===== src/rtl/vfd_cmd_pkg.sv =====
package vfd_cmd_pkg;

    // Command byte layout: opcode in the top three bits
    localparam int BYTE_W  = 8;
    localparam int OP_LSB  = 5;
    localparam int OP_W    = 3;

    typedef enum logic [OP_W-1:0] {
        OP_NONE = 3'd0,
        OP_CODE = 3'd1,
        OP_PAT  = 3'd2,
        OP_SYM  = 3'd3,
        OP_PORT = 3'd4,
        OP_DUTY = 3'd5,
        OP_DIGS = 3'd6,
        OP_LAMP = 3'd7
    } op_e;

    typedef enum logic [1:0] {
        M_CMD,
        M_CODE,
        M_PAT,
        M_SYM
    } mode_e;

    typedef struct packed {
        logic port;
        logic duty;
        logic digs;
        logic lamp;
    } ctl_sel_t;

    // All-lights value after reset: forced off
    localparam logic [1:0] LAMP_RST = 2'b01;

    function automatic op_e op_of(input logic [BYTE_W-1:0] b);
        return op_e'(b[OP_LSB +: OP_W]);
    endfunction

endpackage


===== src/rtl/vfd_ser_front.sv =====
module vfd_ser_front
    import vfd_cmd_pkg::*;
#(
    parameter int SYNC_STAGES = 2
) (
    input  logic              clk,
    input  logic              rst,
    input  logic              csn_i,
    input  logic              sck_i,
    input  logic              dat_i,
    output logic              byte_vld_o,
    output logic [BYTE_W-1:0] byte_o,
    output logic              xfer_end_o
);

    localparam int CNT_W = $clog2(BYTE_W);
    localparam logic [CNT_W-1:0] CNT_LAST = CNT_W'(BYTE_W - 1);

    logic csn_s, sck_s, dat_s;
    logic csn_d, sck_d;
    logic [CNT_W-1:0]  bit_cnt;
    logic [BYTE_W-1:0] shreg;
    logic              take;
    logic [BYTE_W-1:0] shreg_nxt;

    generate
        if (SYNC_STAGES == 1) begin : g_sync1
            always_ff @(posedge clk) begin
                if (rst) begin
                    csn_s <= 1'b1;
                    sck_s <= 1'b0;
                    dat_s <= 1'b0;
                end else begin
                    csn_s <= csn_i;
                    sck_s <= sck_i;
                    dat_s <= dat_i;
                end
            end
        end else begin : g_syncn
            logic [SYNC_STAGES-1:0] csn_sh, sck_sh, dat_sh;
            always_ff @(posedge clk) begin
                if (rst) begin
                    csn_sh <= '1;
                    sck_sh <= '0;
                    dat_sh <= '0;
                end else begin
                    csn_sh <= {csn_sh[SYNC_STAGES-2:0], csn_i};
                    sck_sh <= {sck_sh[SYNC_STAGES-2:0], sck_i};
                    dat_sh <= {dat_sh[SYNC_STAGES-2:0], dat_i};
                end
            end
            assign csn_s = csn_sh[SYNC_STAGES-1];
            assign sck_s = sck_sh[SYNC_STAGES-1];
            assign dat_s = dat_sh[SYNC_STAGES-1];
        end
    endgenerate

    // A bit is taken on a shift-clock rise while select was low last cycle
    assign take      = sck_s & ~sck_d & ~csn_d;
    assign shreg_nxt = {dat_s, shreg[BYTE_W-1:1]};

    always_ff @(posedge clk) begin
        if (rst) begin
            csn_d      <= 1'b1;
            sck_d      <= 1'b0;
            bit_cnt    <= '0;
            shreg      <= '0;
            byte_vld_o <= 1'b0;
            byte_o     <= '0;
            xfer_end_o <= 1'b0;
        end else begin
            csn_d      <= csn_s;
            sck_d      <= sck_s;
            byte_vld_o <= 1'b0;
            xfer_end_o <= csn_s & ~csn_d;
            if (csn_d) begin
                bit_cnt <= '0;
            end else if (take) begin
                shreg   <= shreg_nxt;
                bit_cnt <= bit_cnt + 1'b1;
                if (bit_cnt == CNT_LAST) begin
                    byte_vld_o <= 1'b1;
                    byte_o     <= shreg_nxt;
                end
            end
        end
    end

    // the bit count is cleared while select is high
    a_r10_cnt_cleared: assert property (@(posedge clk) disable iff (rst)
        csn_d |=> (bit_cnt == '0));

    // two bytes can never complete in back-to-back cycles
    a_r1_byte_spacing: assert property (@(posedge clk) disable iff (rst)
        byte_vld_o |=> !byte_vld_o);

endmodule


===== src/rtl/vfd_cmd_decode.sv =====
module vfd_cmd_decode
    import vfd_cmd_pkg::*;
#(
    parameter int CODE_AW    = 5,
    parameter int CODE_DEPTH = 24,
    parameter int CODE_DW    = 8,
    parameter int PAT_AW     = 4,
    parameter int PAT_COLS   = 5,
    parameter int PAT_DW     = 7,
    parameter int SYM_AW     = 5,
    parameter int SYM_DEPTH  = 24,
    parameter int SYM_DW     = 4,
    parameter int ARG_W      = 4
) (
    input  logic                         clk,
    input  logic                         rst,
    input  logic                         byte_vld_i,
    input  logic [BYTE_W-1:0]            byte_i,
    input  logic                         xfer_end_i,
    output logic                         code_we_o,
    output logic [CODE_AW-1:0]           code_addr_o,
    output logic [CODE_DW-1:0]           code_data_o,
    output logic                         pat_we_o,
    output logic [PAT_AW-1:0]            pat_addr_o,
    output logic [$clog2(PAT_COLS)-1:0]  pat_col_o,
    output logic [PAT_DW-1:0]            pat_data_o,
    output logic                         sym_we_o,
    output logic [SYM_AW-1:0]            sym_addr_o,
    output logic [SYM_DW-1:0]            sym_data_o,
    output ctl_sel_t                     ctl_sel_o,
    output logic [ARG_W-1:0]             ctl_arg_o
);

    localparam int COL_W = $clog2(PAT_COLS);
    localparam logic [COL_W-1:0]  COL_LAST = COL_W'(PAT_COLS - 1);
    localparam logic [CODE_AW:0]  CODE_LIM = (CODE_AW + 1)'(CODE_DEPTH);
    localparam logic [SYM_AW:0]   SYM_LIM  = (SYM_AW + 1)'(SYM_DEPTH);

    mode_e              mode;
    logic [CODE_AW-1:0] code_ptr;
    logic [PAT_AW-1:0]  pat_ptr;
    logic [COL_W-1:0]   pat_col;
    logic [SYM_AW-1:0]  sym_ptr;
    op_e                op;
    logic               is_cmd;
    logic               code_live, sym_live;

    assign op        = op_of(byte_i);
    assign is_cmd    = byte_vld_i && (mode == M_CMD);
    assign code_live = ({1'b0, code_ptr} < CODE_LIM);
    assign sym_live  = ({1'b0, sym_ptr} < SYM_LIM);

    always_comb begin
        ctl_sel_o.port = is_cmd && (op == OP_PORT);
        ctl_sel_o.duty = is_cmd && (op == OP_DUTY);
        ctl_sel_o.digs = is_cmd && (op == OP_DIGS);
        ctl_sel_o.lamp = is_cmd && (op == OP_LAMP);
        ctl_arg_o      = byte_i[ARG_W-1:0];
    end

    always_ff @(posedge clk) begin
        if (rst) begin
            mode        <= M_CMD;
            code_ptr    <= '0;
            pat_ptr     <= '0;
            pat_col     <= '0;
            sym_ptr     <= '0;
            code_we_o   <= 1'b0;
            code_addr_o <= '0;
            code_data_o <= '0;
            pat_we_o    <= 1'b0;
            pat_addr_o  <= '0;
            pat_col_o   <= '0;
            pat_data_o  <= '0;
            sym_we_o    <= 1'b0;
            sym_addr_o  <= '0;
            sym_data_o  <= '0;
        end else begin
            code_we_o <= 1'b0;
            pat_we_o  <= 1'b0;
            sym_we_o  <= 1'b0;
            if (byte_vld_i) begin
                case (mode)
                    M_CMD: begin
                        case (op)
                            OP_CODE: begin
                                mode     <= M_CODE;
                                code_ptr <= byte_i[CODE_AW-1:0];
                            end
                            OP_PAT: begin
                                mode    <= M_PAT;
                                pat_ptr <= byte_i[PAT_AW-1:0];
                                pat_col <= '0;
                            end
                            OP_SYM: begin
                                mode    <= M_SYM;
                                sym_ptr <= byte_i[SYM_AW-1:0];
                            end
                            default: ;
                        endcase
                    end
                    M_CODE: begin
                        if (code_live) begin
                            code_we_o   <= 1'b1;
                            code_addr_o <= code_ptr;
                            code_data_o <= byte_i[CODE_DW-1:0];
                        end
                        code_ptr <= code_ptr + 1'b1;
                    end
                    M_PAT: begin
                        pat_we_o   <= 1'b1;
                        pat_addr_o <= pat_ptr;
                        pat_col_o  <= pat_col;
                        pat_data_o <= byte_i[PAT_DW-1:0];
                        if (pat_col == COL_LAST) begin
                            pat_col <= '0;
                            pat_ptr <= pat_ptr + 1'b1;
                        end else begin
                            pat_col <= pat_col + 1'b1;
                        end
                    end
                    M_SYM: begin
                        if (sym_live) begin
                            sym_we_o   <= 1'b1;
                            sym_addr_o <= sym_ptr;
                            sym_data_o <= byte_i[SYM_DW-1:0];
                        end
                        sym_ptr <= sym_ptr + 1'b1;
                    end
                    default: ;
                endcase
            end
            // a byte finishing with the transfer is handled above first
            if (xfer_end_i) begin
                mode <= M_CMD;
            end
        end
    end

    // after a character-code write the pointer sits one past it
    a_r4_code_step: assert property (@(posedge clk) disable iff (rst)
        code_we_o |-> (code_ptr == code_addr_o + 1'b1));

    // dummy slots never reach the memories
    a_r5_code_live_only: assert property (@(posedge clk) disable iff (rst)
        code_we_o |-> ({1'b0, code_addr_o} < CODE_LIM));
    a_r5_sym_live_only: assert property (@(posedge clk) disable iff (rst)
        sym_we_o |-> ({1'b0, sym_addr_o} < SYM_LIM));

    // column in range, entry advances only after the last column
    a_r6_col_range: assert property (@(posedge clk) disable iff (rst)
        pat_we_o |-> (pat_col_o <= COL_LAST));
    a_r6_entry_step: assert property (@(posedge clk) disable iff (rst)
        (pat_we_o && pat_col_o == COL_LAST) |-> (pat_ptr == pat_addr_o + 1'b1 && pat_col == '0));

    // end of transfer always returns to command mode
    a_r9_end_to_cmd: assert property (@(posedge clk) disable iff (rst)
        xfer_end_i |=> (mode == M_CMD));

    // reserved opcode leaves the decoder in command mode
    a_r11_reserved_idle: assert property (@(posedge clk) disable iff (rst)
        (is_cmd && op == OP_NONE) |=> (mode == M_CMD));

endmodule


===== src/rtl/vfd_ctrl_regs.sv =====
module vfd_ctrl_regs
    import vfd_cmd_pkg::*;
#(
    parameter int PORT_W = 4,
    parameter int DUTY_W = 3,
    parameter int DIGS_W = 4,
    parameter int ARG_W  = 4
) (
    input  logic              clk,
    input  logic              rst,
    input  ctl_sel_t          sel_i,
    input  logic [ARG_W-1:0]  arg_i,
    output logic [PORT_W-1:0] port_q,
    output logic [DUTY_W-1:0] duty_q,
    output logic [DIGS_W-1:0] digs_q,
    output logic [1:0]        lamp_q
);

    always_ff @(posedge clk) begin
        if (rst) begin
            port_q <= '0;
            duty_q <= '0;
            digs_q <= '0;
            lamp_q <= LAMP_RST;
        end else begin
            if (sel_i.port) port_q <= arg_i[PORT_W-1:0];
            if (sel_i.duty) duty_q <= arg_i[DUTY_W-1:0];
            if (sel_i.digs) digs_q <= arg_i[DIGS_W-1:0];
            if (sel_i.lamp) lamp_q <= arg_i[1:0];
        end
    end

    // at most one register is selected by a command byte
    a_r3_single_target: assert property (@(posedge clk) disable iff (rst)
        $onehot0(sel_i));

    // reset values
    a_r8_reset_vals: assert property (@(posedge clk)
        rst |=> (port_q == '0 && duty_q == '0 && digs_q == '0 && lamp_q == LAMP_RST));

endmodule


===== src/rtl/vfd_serial_cmd.sv =====
module vfd_serial_cmd
    import vfd_cmd_pkg::*;
#(
    parameter int SYNC_STAGES = 2,
    parameter int CODE_AW     = 5,
    parameter int CODE_DEPTH  = 24,
    parameter int CODE_DW     = 8,
    parameter int PAT_AW      = 4,
    parameter int PAT_COLS    = 5,
    parameter int PAT_DW      = 7,
    parameter int SYM_AW      = 5,
    parameter int SYM_DEPTH   = 24,
    parameter int SYM_DW      = 4,
    parameter int PORT_W      = 4,
    parameter int DUTY_W      = 3,
    parameter int DIGS_W      = 4
) (
    input  logic                        clk,
    input  logic                        rst,
    input  logic                        ser_csn,
    input  logic                        ser_sck,
    input  logic                        ser_dat,
    output logic                        code_we,
    output logic [CODE_AW-1:0]          code_addr,
    output logic [CODE_DW-1:0]          code_wdata,
    output logic                        pat_we,
    output logic [PAT_AW-1:0]           pat_addr,
    output logic [$clog2(PAT_COLS)-1:0] pat_col,
    output logic [PAT_DW-1:0]           pat_wdata,
    output logic                        sym_we,
    output logic [SYM_AW-1:0]           sym_addr,
    output logic [SYM_DW-1:0]           sym_wdata,
    output logic [PORT_W-1:0]           port_q,
    output logic [DUTY_W-1:0]           duty_q,
    output logic [DIGS_W-1:0]           digits_q,
    output logic [1:0]                  lamp_q
);

    localparam int ARG_W = (PORT_W > DIGS_W) ? PORT_W : DIGS_W;

    logic              byte_vld;
    logic [BYTE_W-1:0] byte_val;
    logic              xfer_end;
    ctl_sel_t          ctl_sel;
    logic [ARG_W-1:0]  ctl_arg;

    vfd_ser_front #(
        .SYNC_STAGES (SYNC_STAGES)
    ) u_front (
        .clk        (clk),
        .rst        (rst),
        .csn_i      (ser_csn),
        .sck_i      (ser_sck),
        .dat_i      (ser_dat),
        .byte_vld_o (byte_vld),
        .byte_o     (byte_val),
        .xfer_end_o (xfer_end)
    );

    vfd_cmd_decode #(
        .CODE_AW    (CODE_AW),
        .CODE_DEPTH (CODE_DEPTH),
        .CODE_DW    (CODE_DW),
        .PAT_AW     (PAT_AW),
        .PAT_COLS   (PAT_COLS),
        .PAT_DW     (PAT_DW),
        .SYM_AW     (SYM_AW),
        .SYM_DEPTH  (SYM_DEPTH),
        .SYM_DW     (SYM_DW),
        .ARG_W      (ARG_W)
    ) u_decode (
        .clk         (clk),
        .rst         (rst),
        .byte_vld_i  (byte_vld),
        .byte_i      (byte_val),
        .xfer_end_i  (xfer_end),
        .code_we_o   (code_we),
        .code_addr_o (code_addr),
        .code_data_o (code_wdata),
        .pat_we_o    (pat_we),
        .pat_addr_o  (pat_addr),
        .pat_col_o   (pat_col),
        .pat_data_o  (pat_wdata),
        .sym_we_o    (sym_we),
        .sym_addr_o  (sym_addr),
        .sym_data_o  (sym_wdata),
        .ctl_sel_o   (ctl_sel),
        .ctl_arg_o   (ctl_arg)
    );

    vfd_ctrl_regs #(
        .PORT_W (PORT_W),
        .DUTY_W (DUTY_W),
        .DIGS_W (DIGS_W),
        .ARG_W  (ARG_W)
    ) u_regs (
        .clk    (clk),
        .rst    (rst),
        .sel_i  (ctl_sel),
        .arg_i  (ctl_arg),
        .port_q (port_q),
        .duty_q (duty_q),
        .digs_q (digits_q),
        .lamp_q (lamp_q)
    );

    // registers move only in the cycle after a completed byte
    a_r3_regs_need_byte: assert property (@(posedge clk) disable iff (rst)
        (!$stable(port_q) || !$stable(duty_q) || !$stable(digits_q) || !$stable(lamp_q))
        |-> $past(byte_vld));

    // memory strobes are mutually exclusive
    a_r2_one_target: assert property (@(posedge clk) disable iff (rst)
        $onehot0({code_we, pat_we, sym_we}));

endmodule


===== config.mk =====
export PLATFORM = sky130hd
export DESIGN_NAME = vfd_serial_cmd
export DESIGN_NICKNAME = d
export VERILOG_FILES = /design/src/rtl/vfd_cmd_pkg.sv /design/src/rtl/vfd_ser_front.sv /design/src/rtl/vfd_cmd_decode.sv /design/src/rtl/vfd_ctrl_regs.sv /design/src/rtl/vfd_serial_cmd.sv
export SDC_FILE = /design/constraint.sdc
export NUM_CORES = 1
export LEC_CHECK = 0
export ABC_CLOCK_PERIOD_IN_PS = 3700
export BUFFER_PORTS_ARGS = -buffer_cell sky130_fd_sc_hd__buf_2
export CELL_PAD_IN_SITES_DETAIL_PLACEMENT = 0
export CELL_PAD_IN_SITES_GLOBAL_PLACEMENT = 1
export CORE_ASPECT_RATIO = 1.2
export CORE_UTILIZATION = 34
export CTS_BUF_LIST = sky130_fd_sc_hd__clkbuf_2 sky130_fd_sc_hd__clkbuf_4 sky130_fd_sc_hd__clkbuf_8
export CTS_CLUSTER_DIAMETER = 200
export DETAILED_ROUTE_END_ITERATION = 10
export HOLD_SLACK_MARGIN = 0.05
export PLACE_DENSITY = 0.69
export SETUP_SLACK_MARGIN = 0.5
export SYNTH_ARGS = -nofsm -noshare
export SYNTH_HDL_FRONTEND = slang
export SYNTH_SLANG_ARGS = --single-unit
export TNS_END_PERCENT = 30

===== constraint.sdc =====
create_clock -name clk -period 3.7 [get_ports clk]
set_input_delay 0.74 -clock clk [delete_from_list [all_inputs] [get_ports clk]]
set_output_delay 0.74 -clock clk [all_outputs]
set_load 0.02 [all_outputs]

==> run metrics <==
area grow syn2layout 14.61%; starting density of the core 0.3514; #FFs+latches synth 99; max cap viols 0; Yosys top cell area share 0.5062; CP peak stage delay 0.61 ns; post-synthesis mux area share 0.1160; largest family of logic cells by synthesized area simple AND/OR/NAND/NOR gates; RSZ-0062 raised after global routing false; Reg2Reg Setup Slack 1.90 ns; Die W 99.96 µm; Via Count 2978; cell taking the most area after synthesis dfxtp_1; setup ws final 1.895 ns; Min-Delay Path Depth 1; sequential area share after synthesis 0.5062; Reg2Reg Depth 4; WL/cell 13.13 µm; crit path DAT 2.10 ns; Num CTS Buffers 9; XOR/XNOR Fraction of Synth Area 0.002237; Crit Reg-Reg Endpoint u_decode.pat_col_o[0]; met1 wire length 3938 µm; CTS H-tree depth 3; cts repair resizes 0; initial DRC count 117; Die H 119.6 µm; Static Leak 1.926 nW; Setup Buffers After CTS 0; CTS clk-pin slew, worst paths 0.10 ns; EDFF count, synth 0; I/O Pins 57; Crit Path Class register to register; # nets final 486; crit path time final 1.805 ns; CTS Hold Buffers Added 0; library cells used by synthesis 36; vias in the first global route 2879; dpl cells 617; CP max stage cell dfxtp_1; VDD IR max 0.1536 mV; Hold EP u_front.g_syncn.csn_sh[1]; Pwr Density 401.8 nW/µm²; # rows 42; clk buf depth 2; CP Launch Type register; largest net degree at the start of global routing 56; Post-Synth Adder-Cell Area 0.02237; vias per inst 4.712; Slew Limit Fails 0; Ys Warns 0; Slew HR 0.4579; leading cell type by number of instances after synthesis dfxtp_1; clk root buf clkbuf_8; Final Cycle Share 0.4878; Top FF cell, synth dfxtp_1; share of cells above drive strength 1 0.1715; compound-gate portion of the synthesized area 0.09939; worst hold path class register to register; core area 11140 µm²; post-synthesis simple-gate area fraction 0.2170; worst skew pair latency 0.36 ns; run status completed; Layout Skew 0.007952 ns; initial antenna violation count 0; Worst Tran Pin Value 0.8131 ns; first-pass GRT wire length 13990 µm; worst r2r src u_decode.mode[1]; antenna-violating nets left 0; grt ovf 0; DRC violations left 0; Antenna diodes 0; port bufs 56; Async S/R FF share, synth 0; Comb pwr share 0.014; dpl hpwl 5445 µm; Top Metal Used met4; syn_nets 447; switching pwr 0.3965 mW; Int Power 1.406 mW; Syn Std Cell Area 3915 µm²; setup TNS 0 ns; Clk pwr share 0.392; Met3 Routed Length 240 µm; average cell area after synthesis 9.000 µm²; Final setup viols 0; placer's final routability congestion estimate 0.7738; CP endpoint kind register; Global Route Usage Sum 0.1491; CP Max Fanout 15; Flop pwr share 0.593; Detailed Routing Iterations Pass 1 4; Clock Sinks 99; Die ar. 11950 µm²; required time of the critical path 4.00 ns; drt total wl 8301 µm; Synth Instances 435; ranking of synthesized cells by area dfxtp_1 (51%), mux2i_1 (11%), nor2_1 (5.5%); Max Clock Freq 0.5541 GHz; endpoints failing hold 0; Non-Filler Instances 632; commonest cells in the netlist dfxtp_1 (99), nor2_1 (57), nand2_1 (53); sw frac 0.2199; Met2 Wirelength 3941 µm; worst slack at placement 1.641 ns; CTS tree yes; CP cell instances and2b_1 -> and2_1 -> nand2_1 -> a21oi_1; hold_sp u_front.g_syncn.csn_sh[0]
layout make-up:
class | count | area (µm²)
clock buffers | 10 | 137.6
multi-input cells | 302 | 1789
repair buffers | 58 | 307.8
well taps | 154 | 192.7
flip-flops and latches | 99 | 1982
fillers | 1195 | 6654
clock inverters | 5 | 62.56
inverters | 4 | 15.01
cell families after synthesis:
family	count (synthesis)
adders and majority gates	7
DFF	99
xor gates and xnor gates	1
AOI/OAI and AO/OA	68
muxes	45
buffers and inverters	34
and+or+nand+nor	181
sequential cells by signal, summed over array words and instances (netlist names), 2 cells and up:
| name | cells |
|---|---|
| u_regs.digs_q | 4 |
| u_decode.pat_data_o | 7 |
| u_decode.mode | 2 |
| u_front.shreg | 7 |
| u_decode.pat_col_o | 3 |
| u_decode.pat_ptr | 4 |
| u_decode.pat_addr_o | 4 |
| u_front.bit_cnt | 3 |
| u_front.g_syncn.csn_sh | 2 |
| u_decode.sym_addr_o | 5 |
| u_decode.code_addr_o | 5 |
| u_decode.sym_data_o | 4 |
| u_front.g_syncn.dat_sh | 2 |
| u_decode.code_data_o | 8 |
| u_decode.pat_col | 3 |
| u_regs.port_q | 4 |
| u_decode.sym_ptr | 5 |
| u_front.g_syncn.sck_sh | 2 |
| u_regs.duty_q | 3 |
| u_front.byte_o | 8 |
| u_decode.code_ptr | 5 |
| u_regs.lamp_q | 2 |
per-stage QoR:
stage	instance area, µm²	hold WS [ns]	utilization	power [mW]
floorplan	3915	0.3895	-	1.113
global placement	4287	0.3968	0.3848	1.121
detailed placement	4287	0.3992	0.3848	1.121
CTS	4487	0.4228	0.4027	1.830
global route	4487	0.4325	0.4027	1.880
finish	4487	0.4214	0.4027	1.803
layer usage:
metal | vias up | track usage
li1 | 1539 | -
met1 | 1384 | 0.1846
met2 | 44 | 0.2483
met3 | 11 | 0.03669
met4 | 0 | 0.05699
met5 | - | 0
cells in the final DEF, fill, tap and decap left out, drive strengths merged, types with 2 or more instances in the layout:
| cell | synthesis | routed |
|---|---|---|
| dfxtp | 99 | 99 |
| buf | 9 | 58 |
| nor2 | 57 | 57 |
| nand2 | 53 | 53 |
| mux2i | 42 | 42 |
| a21oi | 35 | 35 |
| o21ai | 19 | 19 |
| nor3 | 16 | 16 |
| nor2b | 15 | 15 |
| clkbuf | 21 | 10 |
| and2 | 9 | 9 |
| nand3 | 7 | 7 |
| ha | 7 | 7 |
| nor3b | 6 | 6 |
| inv | 4 | 5 |
| nand3b | 4 | 4 |
| a21o | 4 | 4 |
| nand2b | 3 | 3 |
| o21a | 3 | 3 |
| or2 | 3 | 3 |
| or3 | 3 | 3 |
| mux2 | 3 | 3 |
| or4 | 2 | 2 |
| a211oi | 2 | 2 |
| clkinvlp | 0 | 2 |
critical path: cells and delay by family, from the launching register on:
family / cells / cell delay [ns]
AOI/OAI and AO/OA: 1 / 0.15
and+or+nand+nor: 3 / 0.97
DFF: 1 / 0.61
worst max-delay path by stage:
stage	from	endpoint	slack (ns)	depth (start not counted)
after floorplan	rst	u_decode.code_data_o[1]	1.99	4
after global placement	rst	u_decode.mode[1]	1.67	4
after detailed placement	rst	u_decode.mode[1]	1.64	4
after CTS	u_decode.mode[1]	u_decode.pat_col_o[0]	1.87	4
after global routing	u_decode.mode[1]	u_decode.code_data_o[4]	1.71	4
final	u_decode.mode[1]	u_decode.pat_col_o[0]	1.90	4
power groups by stage:
stage / clock network [mW] / logic (mW) / registers [mW]
2_1_floorplan: 0 / 0.0185 / 1.09
3_5_place_dp: 0 / 0.0265 / 1.09
5_1_grt: 0.780 / 0.0287 / 1.07
4_1_cts: 0.733 / 0.0265 / 1.07
6_report: 0.707 / 0.0256 / 1.07
3_3_place_gp: 0 / 0.0259 / 1.09
(Power assumes the default switching activity.)
